[src/rtl/spg_pkg.sv]
package spg_pkg;
  localparam int WORD_W     = 128;
  localparam int LANE_W     = 32;
  localparam int SECT_W     = 48;
  localparam int SECT_BYTES = 512;
  localparam int SECT_SHIFT = $clog2(SECT_BYTES);
  localparam int BYTE_W     = SECT_W + SECT_SHIFT;

  typedef enum logic [2:0] {
    PAT_INC  = 3'b000,
    PAT_DEC  = 3'b001,
    PAT_ZERO = 3'b010,
    PAT_ONE  = 3'b011,
    PAT_LFSR = 3'b100
  } pat_e;

  localparam logic [LANE_W-1:0] LFSR_MASK = 32'h8020_0003;
  localparam logic [LANE_W-1:0] SEED_MUL  = 32'h9E37_79B9;

  function automatic logic [LANE_W-1:0] lfsr_adv(input logic [LANE_W-1:0] s);
    return s[0] ? ((s >> 1) ^ LFSR_MASK) : (s >> 1);
  endfunction

  function automatic logic [LANE_W-1:0] lane_seed(input logic [LANE_W-1:0] a, input int lane);
    logic [LANE_W-1:0] s;
    s = a ^ (SEED_MUL * LANE_W'(lane + 1));
    return (s == '0) ? LANE_W'(1) : s;
  endfunction
endpackage

[src/rtl/spg_pattern.sv]
module spg_pattern
  import spg_pkg::*;
#(
  parameter int W = WORD_W
) (
  input  logic              clk,
  input  logic              rst_n,
  input  logic              load,
  input  logic              step,
  input  logic [2:0]        sel,
  input  logic [SECT_W-1:0] start_sector,
  output logic [W-1:0]      data
);
  localparam int LANES      = W / LANE_W;
  localparam int LANE_SHIFT = $clog2(SECT_BYTES / (LANE_W / 8));

  logic [LANE_W-1:0] base_q;
  logic [2:0]        sel_q;

  always_ff @(posedge clk) begin
    if (!rst_n) begin
      base_q <= '0;
      sel_q  <= PAT_ZERO;
    end else if (load) begin
      base_q <= LANE_W'(start_sector << LANE_SHIFT);
      sel_q  <= sel;
    end else if (step) begin
      base_q <= base_q + LANE_W'(LANES);
    end
  end

  for (genvar i = 0; i < LANES; i++) begin : g_lane
    logic [LANE_W-1:0] lfsr_q;
    logic [LANE_W-1:0] count_v;

    assign count_v = base_q + LANE_W'(i);

    always_ff @(posedge clk) begin
      if (!rst_n)    lfsr_q <= LANE_W'(1);
      else if (load) lfsr_q <= lane_seed(start_sector[LANE_W-1:0], i);
      else if (step) lfsr_q <= lfsr_adv(lfsr_q);
    end

    always_comb begin
      unique case (sel_q)
        PAT_INC:  data[i*LANE_W +: LANE_W] = count_v;
        PAT_DEC:  data[i*LANE_W +: LANE_W] = ~count_v;
        PAT_ONE:  data[i*LANE_W +: LANE_W] = '1;
        PAT_LFSR: data[i*LANE_W +: LANE_W] = lfsr_q;
        default:  data[i*LANE_W +: LANE_W] = '0;
      endcase
    end

    AST_LFSR_NONZERO: assert property (@(posedge clk) disable iff (!rst_n)
      lfsr_q != '0);
  end
endmodule

[src/rtl/spg_ctl.sv]
module spg_ctl
  import spg_pkg::*;
#(
  parameter int W = WORD_W
) (
  input  logic              clk,
  input  logic              rst_n,
  input  logic              start,
  input  logic              is_read,
  input  logic [SECT_W-1:0] count,
  input  logic              wr_ready,
  input  logic              rd_valid,
  output logic              accept,
  output logic              fire_wr,
  output logic              fire_rd,
  output logic              busy,
  output logic              wr_valid,
  output logic              rd_ready,
  output logic [BYTE_W-1:0] bytes
);
  localparam int WBYTES = W / 8;
  localparam int WPS_LG = $clog2(SECT_BYTES / WBYTES);
  localparam int REM_W  = SECT_W + WPS_LG;

  logic [REM_W-1:0] remain_q;
  logic             busy_q;
  logic             rd_mode_q;
  logic             fire;

  assign accept   = start && !busy_q;
  assign wr_valid = busy_q && !rd_mode_q;
  assign rd_ready = busy_q && rd_mode_q;
  assign fire_wr  = wr_valid && wr_ready;
  assign fire_rd  = rd_valid && rd_ready;
  assign fire     = fire_wr || fire_rd;
  assign busy     = busy_q;

  always_ff @(posedge clk) begin
    if (!rst_n) begin
      remain_q  <= '0;
      busy_q    <= 1'b0;
      rd_mode_q <= 1'b0;
      bytes     <= '0;
    end else if (accept) begin
      remain_q  <= {count, {WPS_LG{1'b0}}};
      busy_q    <= (count != '0);
      rd_mode_q <= is_read;
      bytes     <= '0;
    end else if (fire) begin
      remain_q <= remain_q - REM_W'(1);
      bytes    <= bytes + BYTE_W'(WBYTES);
      if (remain_q == REM_W'(1)) busy_q <= 1'b0;
    end
  end

  AST_WR_HOLD: assert property (@(posedge clk) disable iff (!rst_n)
    wr_valid && !wr_ready |=> wr_valid);
  AST_START_IGNORED: assert property (@(posedge clk) disable iff (!rst_n)
    busy_q && start && !fire |=> remain_q == $past(remain_q));
endmodule

[src/rtl/spg_verify.sv]
module spg_verify
  import spg_pkg::*;
#(
  parameter int W = WORD_W
) (
  input  logic              clk,
  input  logic              rst_n,
  input  logic              clear,
  input  logic              check,
  input  logic [W-1:0]      exp_word,
  input  logic [W-1:0]      got_word,
  input  logic [BYTE_W-1:0] byte_addr,
  output logic              fail,
  output logic [W-1:0]      exp_snap,
  output logic [W-1:0]      got_snap,
  output logic [BYTE_W-1:0] addr_snap
);
  logic miss;
  assign miss = check && (exp_word != got_word);

  always_ff @(posedge clk) begin
    if (!rst_n || clear) begin
      fail      <= 1'b0;
      exp_snap  <= '0;
      got_snap  <= '0;
      addr_snap <= '0;
    end else if (miss && !fail) begin
      fail      <= 1'b1;
      exp_snap  <= exp_word;
      got_snap  <= got_word;
      addr_snap <= byte_addr;
    end
  end

  AST_FAIL_STICKY: assert property (@(posedge clk) disable iff (!rst_n)
    fail && !clear |=> fail);
  AST_SNAP_FROZEN: assert property (@(posedge clk) disable iff (!rst_n)
    fail && !clear |=> $stable(exp_snap) && $stable(got_snap) && $stable(addr_snap));
  AST_FIRST_ADDR: assert property (@(posedge clk) disable iff (!rst_n)
    check && !clear && !fail && (exp_word != got_word) |=> fail && addr_snap == $past(byte_addr));
  AST_CLEAR: assert property (@(posedge clk) disable iff (!rst_n)
    clear |=> !fail);
endmodule

[src/rtl/sector_pattern_engine.sv]
module sector_pattern_engine
  import spg_pkg::*;
(
  input  logic              clk,
  input  logic              rst_n,
  input  logic              cmd_start,
  input  logic              cmd_read,
  input  logic [2:0]        cmd_pattern,
  input  logic [SECT_W-1:0] cmd_sector,
  input  logic [SECT_W-1:0] cmd_count,
  output logic              busy,
  output logic              wr_valid,
  input  logic              wr_ready,
  output logic [WORD_W-1:0] wr_data,
  input  logic              rd_valid,
  output logic              rd_ready,
  input  logic [WORD_W-1:0] rd_data,
  output logic [BYTE_W-1:0] bytes_done,
  output logic              verify_fail,
  output logic [WORD_W-1:0] fail_exp,
  output logic [WORD_W-1:0] fail_got,
  output logic [BYTE_W-1:0] fail_byte_addr
);
  logic              accept, fire_wr, fire_rd;
  logic [WORD_W-1:0] pat_word;
  logic [SECT_W-1:0] sector_q;
  logic [BYTE_W-1:0] word_addr;

  always_ff @(posedge clk) begin
    if (!rst_n)      sector_q <= '0;
    else if (accept) sector_q <= cmd_sector;
  end

  assign word_addr = {sector_q, {SECT_SHIFT{1'b0}}} + bytes_done;
  assign wr_data   = pat_word;

  spg_ctl #(.W(WORD_W)) u_ctl (
    .clk(clk), .rst_n(rst_n), .start(cmd_start), .is_read(cmd_read),
    .count(cmd_count), .wr_ready(wr_ready), .rd_valid(rd_valid),
    .accept(accept), .fire_wr(fire_wr), .fire_rd(fire_rd), .busy(busy),
    .wr_valid(wr_valid), .rd_ready(rd_ready), .bytes(bytes_done)
  );

  spg_pattern #(.W(WORD_W)) u_pat (
    .clk(clk), .rst_n(rst_n), .load(accept), .step(fire_wr || fire_rd),
    .sel(cmd_pattern), .start_sector(cmd_sector), .data(pat_word)
  );

  spg_verify #(.W(WORD_W)) u_chk (
    .clk(clk), .rst_n(rst_n), .clear(accept), .check(fire_rd),
    .exp_word(pat_word), .got_word(rd_data), .byte_addr(word_addr),
    .fail(verify_fail), .exp_snap(fail_exp), .got_snap(fail_got),
    .addr_snap(fail_byte_addr)
  );

  AST_ONE_DIR: assert property (@(posedge clk) disable iff (!rst_n)
    !(wr_valid && rd_ready));
  AST_WR_STABLE: assert property (@(posedge clk) disable iff (!rst_n)
    wr_valid && !wr_ready |=> $stable(wr_data));
  AST_COUNT_STEP: assert property (@(posedge clk) disable iff (!rst_n)
    (fire_wr || fire_rd) |=> bytes_done == $past(bytes_done) + BYTE_W'(16));
endmodule

[config.mk]
export PLATFORM = sky130hd
export DESIGN_NAME = sector_pattern_engine
export DESIGN_NICKNAME = d
export VERILOG_FILES = /design/src/rtl/spg_pkg.sv /design/src/rtl/spg_pattern.sv /design/src/rtl/spg_ctl.sv /design/src/rtl/spg_verify.sv /design/src/rtl/sector_pattern_engine.sv
export SDC_FILE = /design/constraint.sdc
export NUM_CORES = 2
export LEC_CHECK = 0
export ABC_AREA = 1
export CORE_UTILIZATION = 30
export CTS_CLUSTER_DIAMETER = 30
export DETAILED_ROUTE_END_ITERATION = 12
export DONT_BUFFER_PORTS = 1
export HOLD_SLACK_MARGIN = 0.05
export RECOVER_POWER = 25
export SYNTH_ARGS = -nofsm -noshare
export SYNTH_HDL_FRONTEND = slang
export SYNTH_SLANG_ARGS = --single-unit
export TNS_END_PERCENT = 100
[constraint.sdc]
create_clock -name clk -period 3 [get_ports clk]
set_clock_uncertainty 0.05 [all_clocks]
set_input_delay 0.3 -clock clk [delete_from_list [all_inputs] [get_ports clk]]
set_output_delay 0.3 -clock clk [all_outputs]
set_load 0.05 [all_outputs]
==> impl_metrics.toml <==
[cells_and_area]
final_net_count = 7453
final_common_cell = "nand2_1"
drive_gt1_frac = 0.1519
final_core_util = 0.4300
regArea_sq_mm = 0.01256
area_delta_synth_final_pct = 41.95
n_fill_cell = 13040
multi_input_area_sq_mm = 0.02051
mostFrequentLayoutCells = "nand2_1 (1790), inv_1 (1173), nor2_1 (667), dfxtp_1 (624), nand4_1 (358)"

[synth]
async_reset_ff_frac = 0
synth_ff_type = "dfxtp_1"
avgSynthCellArea_sq_um = 5.899
synth_cell_types = 46
synth_area_sq_mm = 0.03868
netlist.top_cell.by_area = "dfxtp_1"
synth_top_cell_area_share = 0.3245
syn_inst = 6556
yosysSeqAreaShare = 0.3245
yosys_warnings = 0
synth_seq_cells = 627
synth_area_leaders = "dfxtp_1 (32%), nand2_1 (19%), inv_1 (12%)"
synth_edf_count = 0

[drt]
ant_nets = 0
vias_per_cell = 5.194
drc = 0
wirelength_um = 205400
first_iter_violations = 5077
firstDrtPassIters = 6
vias = 46730
wl_per_cell_um = 22.83

[floorplan]
core-area_sq_mm = 0.1277
rows = 131
fp.dieW_um = 361.1
num_io_pins = 735
die-height_um = 361.1
initial_utilization = 0.3029
dieArea_sq_mm = 0.1304

[power]
p_seq_frac = 0.258
p_int_uw = 24730
combPwrFrac = 0.183
power.switching_uw = 11430
sw_frac_of_total = 0.3162
power_uw = 36160
power.density_mw_per_mm2 = 658.7
ir_drop_uv = 575.0
clkPwrFrac = 0.559
power_leakage_uw = 0.02512

[grt]
globalRouteOverflowTotal = 0
grt_pass1_wl_um = 284300
grtUsageTotal = 0.2925
antenna_found_initial = 31
grt_pass1_vias = 42540
grt_max_degree = 163

[cts]
numCtsBuffers = 174
clkLatencyLatePin_ns = 0.82
cts_buffer_depth = 3
htreeDepth = 4
cts.sinks = 627
cts.root.buffer_cell = "clkbuf_16"
path_clk_slew_ns = 0.05
cts_tree = "done"

[flow_run]
maxCapViolCount = 0

[sta]
slew_viol_final = 0
setup_viol = 311
finalHoldViolCount = 0
fin_crit_sh = 1.107
relSlewSlack = 0.2976
max_freq_mhz = 301.1
period_needed_ns = 3.321
setup_ws_ns = -0.3209
rsz0062_at_grt = "true"
worst_pin_slew_ns = 1.052

[worst_setup_path]
arrival_ns = 4.00
end_kind = "flip-flop"
crit_fanout = 9
crit_type = "flip-flop to flip-flop"
required_ns = 3.68
start_kind = "flip-flop"

[hold_path]
hold_class = "primary input to flip-flop"

[run_status]
status = "complete, but fails checks"
violations = "negative setup slack"

[placed_design]
gp_congestion = 0.9992
io_buffers = 0
dpl.hpwl_um = 146500
## power groups by stage
stage / clock [uW] / combinational [uW] / sequential (uW)
CTS: 20300 / 6220 / 9310
detailed placement: 0 / 5730 / 9450
global route: 20800 / 6980 / 9350
floorplan: 0 / 3560 / 9290
finish: 20200 / 6630 / 9330
global placement: 0 / 5700 / 9440
## metrics by stage
step	setup slack [ns]	setup TNS [ns]	area [sq um]	instances	hold slack [ns]
2_1_floorplan	0.01057	0	38700	6563	0.3804
3_3_place_gp	-0.7610	-221.86	43570	8337	0.4028
3_5_place_dp	-0.7815	-220.25	43570	8337	0.4081
4_1_cts	-0.1566	-17.84	53150	8922	0.1276
5_1_grt	-0.4150	-103.92	54880	8987	0.1678
6_report	-0.3209	-74.80	54900	8997	0.1765
## path summary, 6_finish.rpt
kind	endpoint	cells after the start	startpoint	slack, ns
setup / recovery	u_chk.got_snap[126]	23	u_pat.sel_q[0]	-0.32
hold / removal	sector_q[34]	3	cmd_sector[34]	0.18
setup reg to reg	u_chk.got_snap[126]	23	u_pat.sel_q[0]	-0.32
hold reg to reg	sector_q[0]	2	sector_q[0]	0.42
## final cells by class
type,count,share of cell area
antenna,19,0.0008660
clock buffer,220,0.08815
clock inverter,104,0.02992
inverter,1337,0.09184
multi-input combinational,4268,0.3735
sequential,627,0.2288
tap,1662,0.03788
timing repair buffer,760,0.1490
## timing repair
item,4_1_cts,5_1_grt
endpoints found under the setup margin,317,322
resized for setup,103,255
pin swaps,19,65
hold buffers,241,0
setup buffers,14,17
cloned,6,41
hold endpoints to repair,409,0
## per-layer routing
layer | wire [um] | GRT usage | share of wire | vias to the layer above
li1 | - | - | - | 21690
met1 | 77780 | 0.3457 | 0.38 | 21540
met2 | 88170 | 0.4494 | 0.43 | 2743
met3 | 24180 | 0.1044 | 0.12 | 722
met4 | 15010 | 0.1836 | 0.073 | 36
met5 | 235 | 0 | 0.0011 | -
## Yosys cell counts (all sizes together), types with 11 or more instances
master	number
buf	155
nand4	358
nor3	74
clkinv	104
nor4	41
o21bai	11
xnor2	22
inv	1233
a31oi	189
nand2	1939
clkbuf	176
nand3	365
xor2	54
nor2	697
dfxtp	627
nand3b	12
ha	51
a21oi	169
or2	41
o21ai	189
## critical path, cell delays in order, from the launching register on
cell and delay [ns]:
dfxtp_4 0.36, nor2_4 0.24, nand2_8 0.16, clkbuf_16 0.20, nand2_2 0.06, nand2_2 0.07, buf_12 0.16, buf_12 0.13
nand2_4 0.07, nand2_1 0.06, nand2_2 0.09, nand2_1 0.06, nor2_1 0.15, nand2_1 0.11, nor2_4 0.13, nand2_2 0.07
nor2_4 0.12, nand2_4 0.09, buf_12 0.16, buf_16 0.16, buf_16 0.17, nand4_1 0.11, nand2_1 0.09, nor2_1 0.14
## registers in the layout (all words and copies together), names as in the netlist, 3 cells and up
signal               flops
sector_q                48
u_chk.addr_snap         53
u_chk.exp_snap         128
u_chk.got_snap         128
u_ctl.bytes             53
u_ctl.remain_q          53
u_pat.base_q            30
u_pat.g_lane.lfsr_q    128
u_pat.sel_q              3
## kinds of logic after synthesis
kind of cell    synth area share
fa+ha+maj                0.01702
buf+inv                   0.1663
xor+xnor                 0.01721
flops                     0.3245
simple gates              0.3886
other cells           0.00009696
compound gates           0.08621
No activity file was read; power rests on OpenSTA's default activity.
